==> src/rtl/prio_sel_pkg.sv <==
package prio_sel_pkg;

    // Width of a priority or threshold field (levels 0..7)
    localparam int PRIO_W_DEF = 3;

    // Width needed to number n sources, at least one bit
    function automatic int id_width(input int n);
        return (n > 1) ? $clog2(n) : 1;
    endfunction

endpackage

==> src/rtl/prio_sel_tree.sv <==
// Tournament tree: finds the highest-priority participating source,
// lower source number preferred on a tie.
module prio_sel_tree #(
    parameter int N_SRC  = 8,
    parameter int PRIO_W = 3,
    parameter int ID_W   = 3
) (
    input  logic [N_SRC-1:0]        part_i,
    input  logic [N_SRC*PRIO_W-1:0] prio_i,
    output logic                    win_vld_o,
    output logic [PRIO_W-1:0]       win_prio_o,
    output logic [ID_W-1:0]         win_id_o
);

    localparam int LVL    = (N_SRC > 1) ? $clog2(N_SRC) : 0;
    localparam int LEAVES = 1 << LVL;
    localparam int NODES  = 2 * LEAVES - 1;

    // Heap-ordered node storage: node k has children 2k+1 (lower IDs) and 2k+2
    logic [NODES-1:0]  node_vld;
    logic [PRIO_W-1:0] node_prio [NODES];
    logic [ID_W-1:0]   node_id   [NODES];

    genvar gi;
    generate
        for (gi = 0; gi < LEAVES; gi++) begin : g_leaf
            if (gi < N_SRC) begin : g_real
                assign node_vld[LEAVES-1+gi]  = part_i[gi];
                assign node_prio[LEAVES-1+gi] = prio_i[gi*PRIO_W +: PRIO_W];
                assign node_id[LEAVES-1+gi]   = ID_W'(gi);
            end else begin : g_pad
                assign node_vld[LEAVES-1+gi]  = 1'b0;
                assign node_prio[LEAVES-1+gi] = '0;
                assign node_id[LEAVES-1+gi]   = '0;
            end
        end

        for (gi = 0; gi < LEAVES - 1; gi++) begin : g_node
            logic take_hi;
            // Right child wins only with strictly higher priority
            assign take_hi = node_vld[2*gi+2] &&
                             (!node_vld[2*gi+1] ||
                              (node_prio[2*gi+2] > node_prio[2*gi+1]));
            assign node_vld[gi]  = node_vld[2*gi+1] | node_vld[2*gi+2];
            assign node_prio[gi] = take_hi ? node_prio[2*gi+2] : node_prio[2*gi+1];
            assign node_id[gi]   = take_hi ? node_id[2*gi+2]   : node_id[2*gi+1];
        end
    endgenerate

    assign win_vld_o  = node_vld[0];
    assign win_prio_o = node_vld[0] ? node_prio[0] : '0;
    assign win_id_o   = node_vld[0] ? node_id[0]   : '0;

endmodule

==> src/rtl/prio_sel_target.sv <==
// Selection and output registers for one target.
module prio_sel_target #(
    parameter int N_SRC  = 8,
    parameter int PRIO_W = 3,
    parameter int ID_W   = 3
) (
    input  logic                    clk_i,
    input  logic                    rst_ni,
    input  logic [N_SRC-1:0]        pend_i,
    input  logic [N_SRC-1:0]        en_i,
    input  logic [N_SRC*PRIO_W-1:0] prio_i,
    input  logic [PRIO_W-1:0]       thr_i,
    output logic                    irq_o,
    output logic [ID_W-1:0]         id_o
);

    typedef struct packed {
        logic            irq;
        logic [ID_W-1:0] id;
    } tgt_state_t;

    tgt_state_t        st_d, st_q;
    logic [N_SRC-1:0]  part;
    logic              win_vld;
    logic [PRIO_W-1:0] win_prio;
    logic [ID_W-1:0]   win_id;

    assign part = pend_i & en_i;

    prio_sel_tree #(
        .N_SRC  (N_SRC),
        .PRIO_W (PRIO_W),
        .ID_W   (ID_W)
    ) u_tree (
        .part_i     (part),
        .prio_i     (prio_i),
        .win_vld_o  (win_vld),
        .win_prio_o (win_prio),
        .win_id_o   (win_id)
    );

    always_comb begin
        st_d     = st_q;
        st_d.id  = win_id;
        // Strict comparison: a priority-0 winner can never fire
        st_d.irq = win_vld && (win_prio > thr_i);
    end

    always_ff @(posedge clk_i or negedge rst_ni) begin
        if (!rst_ni) begin
            st_q <= '0;
        end else begin
            st_q <= st_d;
        end
    end

    assign irq_o = st_q.irq;
    assign id_o  = st_q.id;

endmodule

==> src/rtl/prio_irq_sel.sv <==
// Top: one selector per target over a shared pending vector.
module prio_irq_sel
    import prio_sel_pkg::*;
#(
    parameter int N_SRC  = 8,
    parameter int N_TGT  = 2,
    parameter int PRIO_W = PRIO_W_DEF,
    parameter int ID_W   = id_width(N_SRC)
) (
    input  logic                    clk_i,
    input  logic                    rst_ni,
    input  logic [N_SRC-1:0]        pend_i,
    input  logic [N_TGT*N_SRC-1:0]  en_i,
    input  logic [N_SRC*PRIO_W-1:0] prio_i,
    input  logic [N_TGT*PRIO_W-1:0] thresh_i,
    output logic [N_TGT-1:0]        irq_o,
    output logic [N_TGT*ID_W-1:0]   id_o
);

    genvar gt;
    generate
        for (gt = 0; gt < N_TGT; gt++) begin : g_tgt
            prio_sel_target #(
                .N_SRC  (N_SRC),
                .PRIO_W (PRIO_W),
                .ID_W   (ID_W)
            ) u_sel (
                .clk_i  (clk_i),
                .rst_ni (rst_ni),
                .pend_i (pend_i),
                .en_i   (en_i[gt*N_SRC +: N_SRC]),
                .prio_i (prio_i),
                .thr_i  (thresh_i[gt*PRIO_W +: PRIO_W]),
                .irq_o  (irq_o[gt]),
                .id_o   (id_o[gt*ID_W +: ID_W])
            );
        end
    endgenerate

endmodule

==> config.mk <==
export PLATFORM = sky130hd
export DESIGN_NAME = prio_irq_sel
export DESIGN_NICKNAME = d
export VERILOG_FILES = /design/src/rtl/prio_sel_pkg.sv /design/src/rtl/prio_sel_tree.sv /design/src/rtl/prio_sel_target.sv /design/src/rtl/prio_irq_sel.sv
export SDC_FILE = /design/constraint.sdc
export NUM_CORES = 1
export LEC_CHECK = 0
export ABC_AREA = 1
export BUFFER_PORTS_ARGS = -buffer_cell sky130_fd_sc_hd__buf_4
export CAP_MARGIN = 20
export CORE_MARGIN = 2
export CORE_UTILIZATION = 52
export CTS_BUF_LIST = sky130_fd_sc_hd__clkbuf_2
export DETAILED_ROUTE_END_ITERATION = 8
export GPL_ROUTABILITY_DRIVEN = 1
export GPL_TIMING_DRIVEN = 0
export PLACE_DENSITY = 0.8
export SYNTH_ARGS = -nofsm -noshare
export SYNTH_HDL_FRONTEND = slang
export SYNTH_SLANG_ARGS = --single-unit
==> constraint.sdc <==
create_clock -name clk_i -period 2.3 [get_ports clk_i]
set_clock_uncertainty 0.2 [all_clocks]
set_input_delay 0.345 -clock clk_i [delete_from_list [all_inputs] [get_ports clk_i]]
set_output_delay 0.345 -clock clk_i [all_outputs]
set_load 0.02 [all_outputs]
==> results of run 1 <==
## stage by stage
stage / TNS, ns / cells / util / instance area (um^2) / hold WS [ns]
2_1_floorplan: -9.232 / 361 / - / 2313 / -0.1506
3_3_place_gp: -12.43 / 474 / 0.7122 / 2849 / -0.03390
3_5_place_dp: -12.98 / 474 / 0.7122 / 2849 / -0.03007
4_1_cts: -10.56 / 527 / 0.9331 / 3732 / 0.2356
## synthesized netlist by cell type (all sizes together)
| cell type | number | area, um^2 |
|---|---|---|
| o211ai | 1 | 7.510 |
| nand2 | 137 | 556.8 |
| buf | 2 | 15.01 |
| inv | 49 | 183.9 |
| o21a | 1 | 7.510 |
| a21oi | 15 | 97.59 |
| ha | 36 | 450.4 |
| nand3 | 79 | 422.9 |
| or2 | 1 | 6.260 |
| dfrtp | 8 | 200.2 |
| nor2 | 6 | 56.31 |
| a21boi | 1 | 11.26 |
| and2 | 12 | 75.07 |
| o21ai | 8 | 43.79 |
| nand3b | 5 | 37.54 |
## cells by family after synthesis
logic type               synth area share
flip-flops                        0.09216
buffers and inverters             0.09158
AO/OA/AOI/OAI                     0.07719
adder cells (fa/ha/maj)            0.2074
AND/OR/NAND/NOR                    0.5317
## what timing repair did
| action | in CTS |
|---|---|
| endpoints found under the setup margin | 8 |
| pin swaps | 81 |
| cloned | 0 |
| setup buffers | 51 |
| resized for setup | 97 |
| endpoints found under the hold margin | 8 |
| hold buffers | 1 |
==> flow_metrics.tcl, run 1 <==
set metrics [dict create \
    status "aborted with a tool error" \
    haltStage "global routing (5_1_grt)" \
    firstError "[ERROR DPL-0038] Utilization greater than 100%, impossible to legalize" \
    h-tree-depth 1 \
    root_buffer "clkbuf_2" \
    postSynthCellCount 361 \
    die_x_um 68.63 \
    endpoint_type "sequential cell input" \
    io_pins 64 \
    synth.net_count 453 \
    io_buffers 63 \
    dp_slack_ns -2.165 \
    cts_sinks 8 \
    syn_area_um2 2172 \
    seq_area_frac_synth 0.09217 \
    grt-worst-endpoint "g_tgt[1].u_sel.irq_o$_DFF_PN0_/D" \
    ys_types 25 \
    syn_area_per_cell_um2 6.017 \
    fp.dieH_um 68.63 \
    ys_ff_latch 8 \
    grt_max_degree 9 \
    ys_warn_count 0 \
    initial_core_util 0.5430 \
    rows 23 \
    cts_buffer_depth 2 \
    finalWeightedCongestion 0.8847 \
    dpl.hpwl_um 5278 \
    cts-buffers-inserted 3 \
]
==> inputs of run 2 (changes only) <==
CORE_UTILIZATION = 37   (was 52)
CTS_BUF_LIST = default   (was sky130_fd_sc_hd__clkbuf_2)
PLACE_DENSITY = default   (was 0.8)
PLACE_DENSITY_LB_ADDON = 0.15   (was default)
==> flow_metrics.tcl, run 2 <==
set metrics [dict create \
    fin_util 0.7845 \
    post-place-cells 496 \
    critPathRequiredTime_ns 2.23 \
    drtPass1Iterations 5 \
    hold_violations 0 \
    yosys-top-cells-count "nand2_1 (120), nand3_1 (75), inv_1 (45)" \
    cts_buffer_depth 2 \
    post-synth-top-count-cell "nand2_1" \
    ys_async_sr_fraction 1.000 \
    yosys-top-cells-area "ha_1 (21%), nand2_1 (21%), nand3_1 (17%)" \
    yosys.area.top_type_share 0.2074 \
    seq_area_frac_synth 0.09217 \
    ir_drop_uv 422.8 \
    grt_pass1_vias 2992 \
    track_usage 0.2578 \
    path_max_fanout 5 \
    rows 27 \
    cp_slowest_cell "ha_4" \
    p_leak_nw 2.215 \
    syn_area_per_cell_um2 6.017 \
    die_x_um 80.62 \
    final_common_cell "buf_4" \
    ys_types 25 \
    dpl.hpwl_um 5310 \
    cts_tree "yes" \
    io_pins 64 \
    rsz0062_at_grt "true" \
    coreArea_um2 5574 \
    maxCapViolations 0 \
    synth_edf_count 0 \
    cp_data_arrival_time_ns 4.19 \
    violations "setup timing" \
    power.density_nw_per_um2 503.6 \
    hold_class "in -> async" \
    largest_reg_flops 6 \
    fp.dieH_um 80.62 \
    finalSetupViolations 8 \
    antenna_found_initial 0 \
    nets 591 \
    fin_ws_ns -1.958 \
    die_area_um2 6500 \
    cts_sinks 8 \
    max_stage_delay_ns 0.29 \
    first_iter_violations 268 \
    clk_pin_slew_ns 0.05 \
    endpoint_kind "flop" \
    routedWlPerCell_um 18.89 \
    grt_pass1_wl_um 13060 \
    fin_cells 569 \
    h-tree-depth 1 \
    routed_wl_um 10750 \
    synth.net_count 453 \
    vias 3247 \
    finalWeightedCongestion 0.8621 \
    maxSlewHeadroom 0.7894 \
    initial_core_util 0.3897 \
    diodes 0 \
    finalCriticalPeriod_ns 4.258 \
    worst-slew-pin-transition_ns 0.3155 \
    stdcell_area_um2 4373 \
    ys_ff_latch 8 \
    fin_crit_sh 1.851 \
    viasPerCell 5.707 \
    syn_area_um2 2172 \
    drc 0 \
    total_power_w 0.002202 \
    grt_max_degree 9 \
    final_cell_mix "buf_4 (110), nand2_1 (61), nand2_2 (47)" \
    yosys.area.top_type "ha_1" \
    fmax_ghz 0.2349 \
    criticalPathCategory "in -> reg" \
    placed_area_um2 2877 \
    worst_setup_path_start_kind "input port" \
    drive_above_1_share 0.6640 \
    drv_slew 0 \
    postSynthCellCount 361 \
    synth_top_flop_cell "dfrtp_1" \
    ys_warn_count 0 \
    crit_top_cell "nand2_2" \
    io_buffers 63 \
    root_buffer "clkbuf_8" \
    cts-buffers-inserted 3 \
    area_growth_pct 101.3 \
    status "finished, violations left" \
    drt.antenna.violating_nets 0 \
    gr-total-overflow 0 \
    startpoint "prio_i[20]" \
]
[run 2: worst max-delay path, delay by kind of cell]
kind | cells | cell delay (ns)
fa+ha+maj | 4 | 0.94
buf+inv | 6 | 0.47
simple gates | 19 | 1.66
compound gates | 5 | 0.76
[run 2: worst paths after layout]
check	end	slack [ns]	depth (start not counted)
worst max-delay path	g_tgt[0].u_sel.irq_o$_DFF_PN0_	-1.96	34
worst min-delay path	g_tgt[0].u_sel.id_o[0]$_DFF_PN0_	0.27	2
max in group asynchronous	g_tgt[1].u_sel.irq_o$_DFF_PN0_	1.49	2
min in group clk_i	g_tgt[1].u_sel.irq_o$_DFF_PN0_	0.31	5
[run 2: cell type report]
type	count	area, um^2
tap	72	90.09
sequential	8	200.2
multi-input combinational	303	2714
clock buffer	3	41.29
inverter	49	201.4
fill	314	1201
timing repair buffer	132	1111
buffer	2	15.01
[run 2: repair_timing]
action / 4_1_cts / 5_1_grt
cloned: 1 / 0
resized for setup: 134 / 73
hold endpoints to repair: 8 / 0
pin swaps: 81 / 50
endpoints found under the setup margin: 8 / 8
setup buffers: 52 / 22
hold buffers: 1 / 0
[run 2: metal layers]
layer	part of all wire	GRT usage	wire, um	vias to the layer above
met4	0.063	0.07288	682	0
met2	0.52	0.4867	5546	179
met1	0.36	0.2984	3854	1530
met3	0.062	0.03596	665	65
li1	-	-	-	1473
met5	0	0	0	-
[run 2: metrics by stage]
stage / TNS (ns) / setup WS (ns) / hold slack, ns
2_1_floorplan: -9.232 / -1.674 / -0.1506
3_3_place_gp: -12.58 / -2.115 / -0.02713
3_5_place_dp: -13.05 / -2.169 / -0.02660
4_1_cts: -10.22 / -1.606 / 0.2729
5_1_grt: -13.90 / -2.150 / 0.2908
6_report: -12.78 / -1.958 / 0.2718
[run 2: power breakdown]
| group | switching (W) | total [W] | internal (W) |
|---|---|---|---|
| sequential | 0.0000204 | 0.000211 | 0.000191 |
| clock | 0.0000674 | 0.000182 | 0.000114 |
| combinational | 0.000936 | 0.00181 | 0.000873 |
| total | 0.00102 | 0.00220 | 0.00118 |
[run 2: kinds of logic (layout without fill, tap and decap cells)]
family                     count (synthesis)  in the layout  synth area share
DFF                                        8              8           0.09216
adders and majority gates                 36             36            0.2074
and+or+nand+nor                          240            241            0.5317
buffers and inverters                     51            186           0.09158
AOI/OAI and AO/OA                         26             26           0.07719
(Power assumes the default switching activity.)
